### config.mk
export PLATFORM = sky130hd
export DESIGN_NAME = flash_cmd_seq
export DESIGN_NICKNAME = d
export VERILOG_FILES = /design/src/rtl/flash_seq_pkg.sv /design/src/rtl/fl_cmd_rom.sv /design/src/rtl/fl_bus_engine.sv /design/src/rtl/flash_cmd_seq.sv
export SDC_FILE = /design/constraint.sdc
export NUM_CORES = 1
export LEC_CHECK = 0
export BUFFER_PORTS_ARGS = -buffer_cell sky130_fd_sc_hd__buf_2
export CORE_AREA = 2 2 134 136
export CTS_BUF_LIST = sky130_fd_sc_hd__clkbuf_8 sky130_fd_sc_hd__clkbuf_16
export DETAILED_ROUTE_END_ITERATION = 12
export DIE_AREA = 0 0 136 138
export GPL_TIMING_DRIVEN = 1
export PLACE_DENSITY = 0.72
export SYNTH_ARGS = -nofsm -noshare
export SYNTH_HDL_FRONTEND = slang
export SYNTH_SLANG_ARGS = --single-unit
### constraint.sdc
create_clock -name clk -period 2.63 [get_ports clk]
set_input_delay 0.526 -clock clk [delete_from_list [all_inputs] [get_ports clk]]
set_output_delay 0.526 -clock clk [all_outputs]
set_load 0.05 [all_outputs]
### src/rtl/flash_seq_pkg.sv
`timescale 1ns/1ps
package flash_seq_pkg;

    typedef enum logic [2:0] {
        OP_PROG   = 3'd0,
        OP_SERASE = 3'd1,
        OP_CERASE = 3'd2,
        OP_LOCK   = 3'd3,
        OP_IDRD   = 3'd4
    } op_e;

    typedef enum logic [2:0] {
        S_IDLE, S_CMD, S_POLL_A, S_POLL_B, S_ID0, S_ID1, S_EXIT, S_DONE
    } seq_state_e;

    typedef enum logic [2:0] {
        E_IDLE, E_ADDR, E_ACT, E_HOLD, E_GAP
    } bus_state_e;

    localparam logic [15:0] KEY_ADDR_A = 16'h5555;
    localparam logic [15:0] KEY_ADDR_B = 16'h2AAA;

    function automatic int cyc_of(input int ns, input int clk_ps);
        int c;
        c = (ns * 1000 + clk_ps - 1) / clk_ps;
        return (c < 1) ? 1 : c;
    endfunction

    function automatic int max_i(input int a, input int b);
        return (a > b) ? a : b;
    endfunction

endpackage

### src/rtl/fl_cmd_rom.sv
`timescale 1ns/1ps
module fl_cmd_rom
    import flash_seq_pkg::*;
#(
    parameter int AW = 19,
    parameter int DW = 16
) (
    input  op_e           op,
    input  logic [2:0]    step,
    input  logic [AW-1:0] tgt_addr,
    input  logic [DW-1:0] tgt_data,
    output logic [AW-1:0] c_addr,
    output logic [DW-1:0] c_data,
    output logic          c_last
);
    logic [7:0] code;
    logic       at_tgt;

    always_comb begin
        code   = 8'hAA;
        at_tgt = 1'b0;
        c_addr = AW'(KEY_ADDR_A);
        unique case (step)
            3'd0: code = 8'hAA;
            3'd1: begin code = 8'h55; c_addr = AW'(KEY_ADDR_B); end
            3'd2: code = (op == OP_PROG) ? 8'hA0 : ((op == OP_IDRD) ? 8'h90 : 8'h80);
            3'd3: if (op == OP_PROG) at_tgt = 1'b1;
            3'd4: begin code = 8'h55; c_addr = AW'(KEY_ADDR_B); end
            3'd5: begin
                if (op == OP_SERASE) begin code = 8'h30; c_addr = tgt_addr; end
                else if (op == OP_CERASE) code = 8'h10;
                else code = 8'h40;
            end
            default: code = 8'hAA;
        endcase
        if (at_tgt) begin
            c_addr = tgt_addr;
            c_data = tgt_data;
        end else begin
            c_data = DW'(code);
        end
        c_last = (op == OP_IDRD && step == 3'd2) || (op == OP_PROG && step == 3'd3) ||
                 (step == 3'd5);
    end
endmodule

### src/rtl/fl_bus_engine.sv
`timescale 1ns/1ps
module fl_bus_engine
    import flash_seq_pkg::*;
#(
    parameter int AW     = 19,
    parameter int DW     = 16,
    parameter int CW     = 8,
    parameter int C_SU   = 3,
    parameter int C_WP   = 25,
    parameter int C_HD   = 3,
    parameter int C_WPH  = 13,
    parameter int C_RD   = 50,
    parameter int C_OEHP = 38
) (
    input  logic          clk,
    input  logic          rst_n,
    input  logic          issue,
    input  logic          is_read,
    input  logic [AW-1:0] in_addr,
    input  logic [DW-1:0] in_data,
    output logic          cyc_done,
    output logic [DW-1:0] rdata,
    output logic [AW-1:0] f_addr,
    output logic [DW-1:0] f_dout,
    output logic          f_drive,
    input  logic [DW-1:0] f_din,
    output logic          f_ce_n,
    output logic          f_we_n,
    output logic          f_oe_n
);
    bus_state_e    st, st_nx;
    logic [CW-1:0] cnt, cnt_nx;
    logic          rd_q;
    logic [AW-1:0] addr_q;
    logic [DW-1:0] data_q;

    always_ff @(posedge clk or negedge rst_n) begin
        if (!rst_n) begin
            st     <= E_IDLE;
            cnt    <= '0;
            rd_q   <= 1'b0;
            addr_q <= '0;
            data_q <= '0;
            rdata  <= '0;
        end else begin
            st  <= st_nx;
            cnt <= cnt_nx;
            if (st == E_IDLE && issue) begin
                rd_q   <= is_read;
                addr_q <= in_addr;
                data_q <= in_data;
            end
            if (st == E_ACT && rd_q && cnt == '0) rdata <= f_din;
        end
    end

    always_comb begin
        st_nx  = st;
        cnt_nx = (cnt == '0) ? '0 : cnt - CW'(1);
        unique case (st)
            E_IDLE: if (issue) begin
                if (is_read) begin st_nx = E_ACT;  cnt_nx = CW'(C_RD - 1); end
                else         begin st_nx = E_ADDR; cnt_nx = CW'(C_SU - 1); end
            end
            E_ADDR: if (cnt == '0) begin st_nx = E_ACT; cnt_nx = CW'(C_WP - 1); end
            E_ACT: if (cnt == '0) begin
                if (rd_q) begin st_nx = E_GAP;  cnt_nx = CW'(C_OEHP - 1); end
                else      begin st_nx = E_HOLD; cnt_nx = CW'(C_HD - 1); end
            end
            E_HOLD: if (cnt == '0) begin st_nx = E_GAP; cnt_nx = CW'(C_WPH - 1); end
            E_GAP:  if (cnt == '0) st_nx = E_IDLE;
            default: st_nx = E_IDLE;
        endcase
    end

    always_comb begin
        f_ce_n   = !(st == E_ADDR || st == E_ACT || st == E_HOLD);
        f_we_n   = !(st == E_ACT && !rd_q);
        f_oe_n   = !(st == E_ACT && rd_q);
        f_drive  = !rd_q && (st == E_ADDR || st == E_ACT || st == E_HOLD);
        cyc_done = (st == E_GAP) && (cnt == '0);
        f_addr   = addr_q;
        f_dout   = data_q;
    end
endmodule

### src/rtl/flash_cmd_seq.sv
`timescale 1ns/1ps
module flash_cmd_seq
    import flash_seq_pkg::*;
#(
    parameter int AW           = 19,
    parameter int DW           = 16,
    parameter int CLK_PS       = 4000,
    parameter int T_SU_NS      = 10,
    parameter int T_WP_NS      = 100,
    parameter int T_HD_NS      = 10,
    parameter int T_WPH_NS     = 50,
    parameter int T_RD_NS      = 200,
    parameter int T_OEHP_NS    = 150,
    parameter int POLL_MAX_CYC = 1000000
) (
    input  logic            clk,
    input  logic            rst_n,
    input  logic            req_valid,
    input  logic [2:0]      req_op,
    input  logic [AW-1:0]   req_addr,
    input  logic [DW-1:0]   req_data,
    output logic            req_ready,
    output logic            done,
    output logic            error,
    output logic [2*DW-1:0] rd_data,
    output logic [AW-1:0]   f_addr,
    output logic [DW-1:0]   f_dout,
    output logic            f_drive,
    input  logic [DW-1:0]   f_din,
    output logic            f_ce_n,
    output logic            f_we_n,
    output logic            f_oe_n
);
    localparam int C_SU   = cyc_of(T_SU_NS, CLK_PS);
    localparam int C_WP   = cyc_of(T_WP_NS, CLK_PS);
    localparam int C_HD   = cyc_of(T_HD_NS, CLK_PS);
    localparam int C_WPH  = cyc_of(T_WPH_NS, CLK_PS);
    localparam int C_RD   = cyc_of(T_RD_NS, CLK_PS);
    localparam int C_OEHP = cyc_of(T_OEHP_NS, CLK_PS);
    localparam int CMAX   = max_i(max_i(max_i(C_SU, C_WP), max_i(C_HD, C_WPH)), max_i(C_RD, C_OEHP));
    localparam int CW     = $clog2(CMAX + 1);
    localparam int PW     = $clog2(POLL_MAX_CYC + 1);

    seq_state_e    st, st_nx;
    op_e           op_q;
    logic [AW-1:0] addr_q;
    logic [DW-1:0] data_q;
    logic [2:0]    step;
    logic          err_q, tog_q;
    logic [PW-1:0] pcnt;
    logic [DW-1:0] id0_q, id1_q;
    logic          op_bad, poll_same, poll_over;

    logic          issue, b_read, eng_done;
    logic [AW-1:0] b_addr, c_addr;
    logic [DW-1:0] b_data, c_data, eng_rdata;
    logic          c_last;

    fl_cmd_rom #(.AW(AW), .DW(DW)) i_rom (
        .op(op_q), .step(step), .tgt_addr(addr_q), .tgt_data(data_q),
        .c_addr(c_addr), .c_data(c_data), .c_last(c_last)
    );

    fl_bus_engine #(
        .AW(AW), .DW(DW), .CW(CW), .C_SU(C_SU), .C_WP(C_WP), .C_HD(C_HD),
        .C_WPH(C_WPH), .C_RD(C_RD), .C_OEHP(C_OEHP)
    ) i_eng (
        .clk(clk), .rst_n(rst_n), .issue(issue), .is_read(b_read),
        .in_addr(b_addr), .in_data(b_data), .cyc_done(eng_done), .rdata(eng_rdata),
        .f_addr(f_addr), .f_dout(f_dout), .f_drive(f_drive), .f_din(f_din),
        .f_ce_n(f_ce_n), .f_we_n(f_we_n), .f_oe_n(f_oe_n)
    );

    assign op_bad    = (req_op > 3'd4);
    assign poll_same = (eng_rdata[6] == tog_q);
    assign poll_over = (pcnt >= PW'(POLL_MAX_CYC));

    // state register and datapath registers
    always_ff @(posedge clk or negedge rst_n) begin
        if (!rst_n) begin
            st     <= S_IDLE;
            op_q   <= OP_PROG;
            addr_q <= '0;
            data_q <= '0;
            step   <= '0;
            err_q  <= 1'b0;
            tog_q  <= 1'b0;
            pcnt   <= '0;
            id0_q  <= '0;
            id1_q  <= '0;
        end else begin
            st <= st_nx;
            unique case (st)
                S_IDLE: if (req_valid) begin
                    op_q   <= op_e'(req_op);
                    addr_q <= req_addr;
                    data_q <= req_data;
                    step   <= '0;
                    err_q  <= op_bad;
                    pcnt   <= '0;
                end
                S_CMD: if (eng_done) step <= step + 3'd1;
                S_POLL_A, S_POLL_B: begin
                    if (!poll_over) pcnt <= pcnt + PW'(1);
                    if (eng_done) begin
                        tog_q <= eng_rdata[6];
                        if (st == S_POLL_B && !poll_same && poll_over) err_q <= 1'b1;
                    end
                end
                S_ID0: if (eng_done) id0_q <= eng_rdata;
                S_ID1: if (eng_done) id1_q <= eng_rdata;
                default: ;
            endcase
        end
    end

    // next state
    always_comb begin
        st_nx = st;
        unique case (st)
            S_IDLE:   if (req_valid) st_nx = op_bad ? S_DONE : S_CMD;
            S_CMD:    if (eng_done && c_last) st_nx = (op_q == OP_IDRD) ? S_ID0 : S_POLL_A;
            S_POLL_A: if (eng_done) st_nx = S_POLL_B;
            S_POLL_B: if (eng_done) begin
                if (poll_same)      st_nx = S_DONE;
                else if (poll_over) st_nx = S_EXIT;
            end
            S_ID0:    if (eng_done) st_nx = S_ID1;
            S_ID1:    if (eng_done) st_nx = S_EXIT;
            S_EXIT:   if (eng_done) st_nx = S_DONE;
            S_DONE:   st_nx = S_IDLE;
            default:  st_nx = S_IDLE;
        endcase
    end

    // outputs and bus request mux
    always_comb begin
        req_ready = (st == S_IDLE);
        done      = (st == S_DONE);
        error     = (st == S_DONE) && err_q;
        rd_data   = {id1_q, id0_q};
        issue     = 1'b1;
        b_read    = 1'b1;
        b_addr    = addr_q;
        b_data    = '0;
        unique case (st)
            S_CMD:              begin b_read = 1'b0; b_addr = c_addr; b_data = c_data; end
            S_POLL_A, S_POLL_B: b_addr = addr_q;
            S_ID0:              b_addr = '0;
            S_ID1:              b_addr = AW'(1);
            S_EXIT:             begin b_read = 1'b0; b_addr = AW'(KEY_ADDR_A); b_data = DW'(8'hF0); end
            default:            issue = 1'b0;
        endcase
    end
endmodule

Word-level counts from Yosys, hierarchy flattened. Index checks and enable logic that the tools add are counted.

Bits in registers: 159. Input bits: 57. Word-level logic and storage cells: 151. Output and inout bits: 74.

$add $sub $neg: 3. Mux-type cells: 53. Equality and inequality tests: 37. Order comparisons: 2. Reductions and logical operators: 40.

Operators by type and width (count): $pmux W19 S4 (1); $mux W3 (19); $mux W6 (7); $mux W20 (2); $pmux W20 S2 (1); $mux W19 (2); $pmux W19 S2 (1); $pmux W16 S2 (1); $eq A3 B3 Y1 const B (8); $pmux W3 S8 (1); $pmux W6 S4 (1); $pmux W8 S3 (1); $ne A2 B2 Y1 const B (11); $eq A3 B2 Y1 const B (7); $add A20 B1 Y20 const B (1); $ge A20 B20 Y1 const B (1); $mux W16 (1); $mux W8 (2); $pmux W3 S5 (1); $eq A3 B1 Y1 const B (4); $logic_and A1 B1 Y1 (12); $ne A2 B1 Y1 const B (5); $logic_not A3 Y1 (3); $reduce_and A2 Y1 (4); other kinds (21) (38).

Depth between registers and ports, before layout.
Word-level depth: 7. Mapped depth: 9.

Modules after synthesis. From an unflattened synthesis, not the netlist that was laid out.

Cell total of the unflattened synthesis: 693. Area total of the unflattened synthesis: 8013.9 µm².

Modules (own cells, without submodules): flash_cmd_seq (times used 1, seq. area each 2452.4 µm², area an instance 4855.9 µm², cells an instance 429); fl_bus_engine (times used 1, seq. area each 1526.5 µm², area an instance 2511.2 µm², cells an instance 172); fl_cmd_rom (times used 1, seq. area each 0.0 µm², area an instance 646.9 µm², cells an instance 92).

Worst setup path after synthesis. OpenSTA, ideal clock, no wires.

Path type: reg-to-reg. From: reg st[0]. To: reg i_eng.data_q[15] (netlist: i_eng.f_dout[15]). Buffers on the path: 3. Stages on the path, launching flop included: 8. Data required time: 2.509 ns. Path slack: 0.313 ns. Setup time: 0.121 ns. Data arrival time: 2.196 ns. Path through: dfrtp_1 -> buf_2 -> and3_1 -> or4_1 -> nand2b_1 -> buf_2 -> clkbuf_1 -> a22o_1.

Longest elaborated chain between the ends: 4. Elaborated cells on any way between the ends: 10. Those cells by class: eq/ne: 6; mux: 2; reduce/logical: 2.

Ends and longest elaborated chain: start: declaration (line flash_cmd_seq.sv:44) `seq_state_e st, st_nx;`; start signal: assignment (line flash_cmd_seq.sv:92) `st <= st_nx;`; $eq A3 B2 Y1 (tied with other cells) (line flash_cmd_seq.sv:146) `unique case (st)`; $reduce_or A6 Y1 (no source line); $mux W1 (line flash_cmd_seq.sv:146); $logic_and A1 B1 Y1 (line fl_bus_engine.sv:48) `if (st == E_IDLE && issue) begin`; end signal: assignment (line fl_bus_engine.sv:51) `data_q <= in_data;`; end: declaration (line fl_bus_engine.sv:35) `logic [DW-1:0] data_q;`.

Several ways; a longest one is shown, not always the timed one. A chain may end at the register's enable or synchronous reset.

Worst setup path after layout.
From: reg i_eng.st[1]. To: out f_we_n.

Longest elaborated chain between the ends: 3.

Ends and longest elaborated chain: start: declaration (line fl_bus_engine.sv:31) `bus_state_e st, st_nx;`; start signal: assignment (line fl_bus_engine.sv:46) `st <= st_nx;`; $eq A3 B2 Y1 (line fl_bus_engine.sv:78) `f_we_n = !(st == E_ACT && !rd_q);`; $logic_and A1 B1 Y1 (line fl_bus_engine.sv:78); $logic_not A1 Y1 (line fl_bus_engine.sv:78); end: declaration (line flash_cmd_seq.sv:31) `output logic f_we_n,`.

No other way between the ends.

==> impl_metrics.yaml <==
floorplan:
  rows: 49
  ioPinCount: 131
  coreArea_um2: 17530
  initial_core_util_pct: 40.88
  dieArea_um2: 18770
  die_y_um: 138
  die_w_um: 136
critical_path:
  critPathArrivalTime_ns: 1.87
  cp-start-kind: "flip-flop"
  endpoint_kind: "primary output"
  critPathSlowestCell: "dfrtp_1"
  cp_slowest_stage_delay_ns: 0.56
  critical_path_class: "flip-flop to primary output"
  required_ns: 2.10
  cp_max_fo: 9
  path_cells: "nor3b_1 > nand2_1 > buf_2"
timing:
  tns_ns: 0
  hold-worst-slack_ns: 0.05171
  setup_viol: 0
  rsz0062_at_grt: "no"
  finClkSkew_ns: 0.01260
  timing.fmax_mhz: 417.0
  slew_headroom_pct: 52.67
  fin_crit_ns: 2.398
  slew_viol_final: 0
  worst_slew_pin_slew_ns: 0.7052
  hold_violations: 0
  timing.final.crit_share_pct: 91.17
finish:
  diodes: 0
  nets: 893
  drive_above_1_share_pct: 29.64
  fin_area_um2: 8767
  syn2layout_area_growth_pct: 22.31
synthesis:
  yosys_warnings: 0
  synth_nets: 756
  yosys-top-cells-area: "dfrtp_1 56%, nand2_1 9.3%, mux2_2 4.6%"
  synth_cell_types: 56
  synth_top_area_share_pct: 55.51
  netlist_area_um2: 7168
  avgSynthCellArea_um2: 10.39
  synth.largest_area_cell: "dfrtp_1"
  ys.flop_type: "dfrtp_1"
  synth-seq-cells: 159
  synth_seq_area_share_pct: 55.51
  synth_edf_count: 0
  netlist_instances: 690
  async_flop_share_pct: 100.0
clock_network:
  ctsHoldBuffers: 0
  cts_max_level: 4
  numCtsBuffers: 17
  cts.clk_slew.worst_paths_ns: 0.07
  clockBufferDepth: 2
  cts_root_buffer: "clkbuf_16"
  cts_sinks: 159
  cts_setup_buffers: 0
  cts_resized: 0
  clk_latency_ns: 0.42
  cts_tree: "done"
placement:
  placed_cell_area_um2: 8154
  dpl.hpwl_um: 11770
  io_buffers: 130
  gp_congestion: 0.8973
detailed_routing:
  drt_wl_total_um: 16630
  drc: 0
  drt_iter0_drc: 334
  viasPerCell: 5.215
  num_vias: 5575
  wl_per_cell_um: 15.55
  ant_nets: 0
  dr.pass1.iters: 8
global_route:
  grt_pass1_vias: 5258
  grt_max_degree: 58
  grt_overflow: 0
  grt_use_total_pct: 18.30
  antenna_found_initial: 0
  grt_pass1_wl_um: 27340
outcome:
  outcome: "finished, final reports clean"
pwr:
  power.total_mw: 5.027
  power.static_leakage_nw: 4.489
  ir_drop_mv: 0.4616
  power_density_nw_per_um2: 573.3
hold_path:
  worstHoldPathType: "primary input to async pin"
run:
  cap_violations: 0
[where the power goes]
| part | internal (mW) | total [mW] | switching (mW) |
|---|---|---|---|
| clock | 1.29 | 2.45 | 1.16 |
| sequential | 2.46 | 2.47 | 0.00956 |
| combinational | 0.0462 | 0.113 | 0.0665 |
[area by class of cell]
| class | count | area, um^2 |
|---|---|---|
| Sequential cell | 159 | 3979 |
| Timing Repair Buffer | 155 | 857.1 |
| Inverter | 17 | 63.81 |
| Multi-Input combinational cell | 477 | 2968 |
| Fill cell | 1662 | 8767 |
| Tap cell | 229 | 286.5 |
| Clock buffer | 17 | 425.4 |
| Clock inverter | 15 | 187.7 |
[worst paths after layout]
path                             start  cells after the start              end  slack, ns
max                        i_eng.st[1]                      3           f_we_n       0.23
min                              rst_n                      1          pcnt[1]       0.05
max reg2reg                      st[2]                      7  i_eng.f_addr[8]       0.29
max in group asynchronous        rst_n                      2   i_eng.rdata[1]       1.83
min in group clk           req_addr[9]                      3        addr_q[9]       0.29
min reg2reg                 addr_q[11]                      2       addr_q[11]       0.47
[metrics by stage]
| stage | util (%) | std cells | worst slack, ns |
|---|---|---|---|
| 2_1_floorplan | - | 690 | 0.3126 |
| 3_3_place_gp | 46.50 | 1037 | 0.3392 |
| 3_5_place_dp | 46.50 | 1037 | 0.2692 |
| 4_1_cts | 50.00 | 1069 | 0.2059 |
| 5_1_grt | 50.00 | 1069 | 0.06723 |
| 6_report | 50.00 | 1069 | 0.2321 |
[critical path: cells and delay by family (launching register included)]
kind | cells | cell delay, ns
buffers and inverters | 1 | 0.24
AND/OR/NAND/NOR | 2 | 0.66
flip-flops | 1 | 0.56
[synthesized netlist by cell type, drive strengths merged, types with 2 or more instances]
cell,instances
nand2,177
dfrtp,159
mux2,49
o21ai,37
nor2,30
a21oi,23
clkbuf,23
inv,17
o211ai,17
buf,14
nand3,14
nor3,14
a22o,10
ha,9
nand2b,8
o31ai,8
or4,8
xor2,8
and2,5
nor4,5
or3,5
a211oi,4
nor2b,4
nor3b,4
a221oi,3
a22oi,3
a31oi,3
and3,3
o2111ai,3
xnor2,3
nand4,2
o21a,2
o22ai,2
o31a,2
or4b,2
[layer usage]
metal  vias to the layer above  global-route usage, %  wire length (um)
met1                      2733                  25.93              7720
met3                        14                  3.704               870
li1                       2666                      -                 -
met4                         0                  4.825               150
met2                       162                  28.75              7887
met5                         -                      0                 0
[layout by cell type, fill, tap and decap left out, types with 16 or more instances in the layout]
master     count
mux2_2        29
inv_1         17
nor2_1        30
o21ai_0       35
nand2_1      176
o211ai_1      16
mux2_4        20
dfrtp_1      159
clkbuf_16     17
a21oi_1       23
buf_2        129
buf_4         24
[sequential cells by signal, indices dropped and copies added (netlist names)]
register      count
i_eng.rd_q        1
pcnt             20
i_eng.rdata      16
step              3
id1_q            16
i_eng.f_addr     19
addr_q           19
op_q              3
i_eng.st          3
id0_q            16
data_q           16
tog_q             1
i_eng.f_dout     16
i_eng.cnt         6
err_q             1
st                3
[cell families (layout without fill, tap and decap cells)]
family,count (synthesis),after routing,share of synthesized area (%)
buffers and inverters,54,204,3.177
AND/OR/NAND/NOR,283,283,18.17
AO/OA/AOI/OAI,124,124,11.35
multiplexers,50,50,8.885
adder cells (fa/ha/maj),9,9,1.571
XOR/XNOR,11,11,1.344
flip-flops,159,159,55.51
Power figures use the tool's default switching activity.
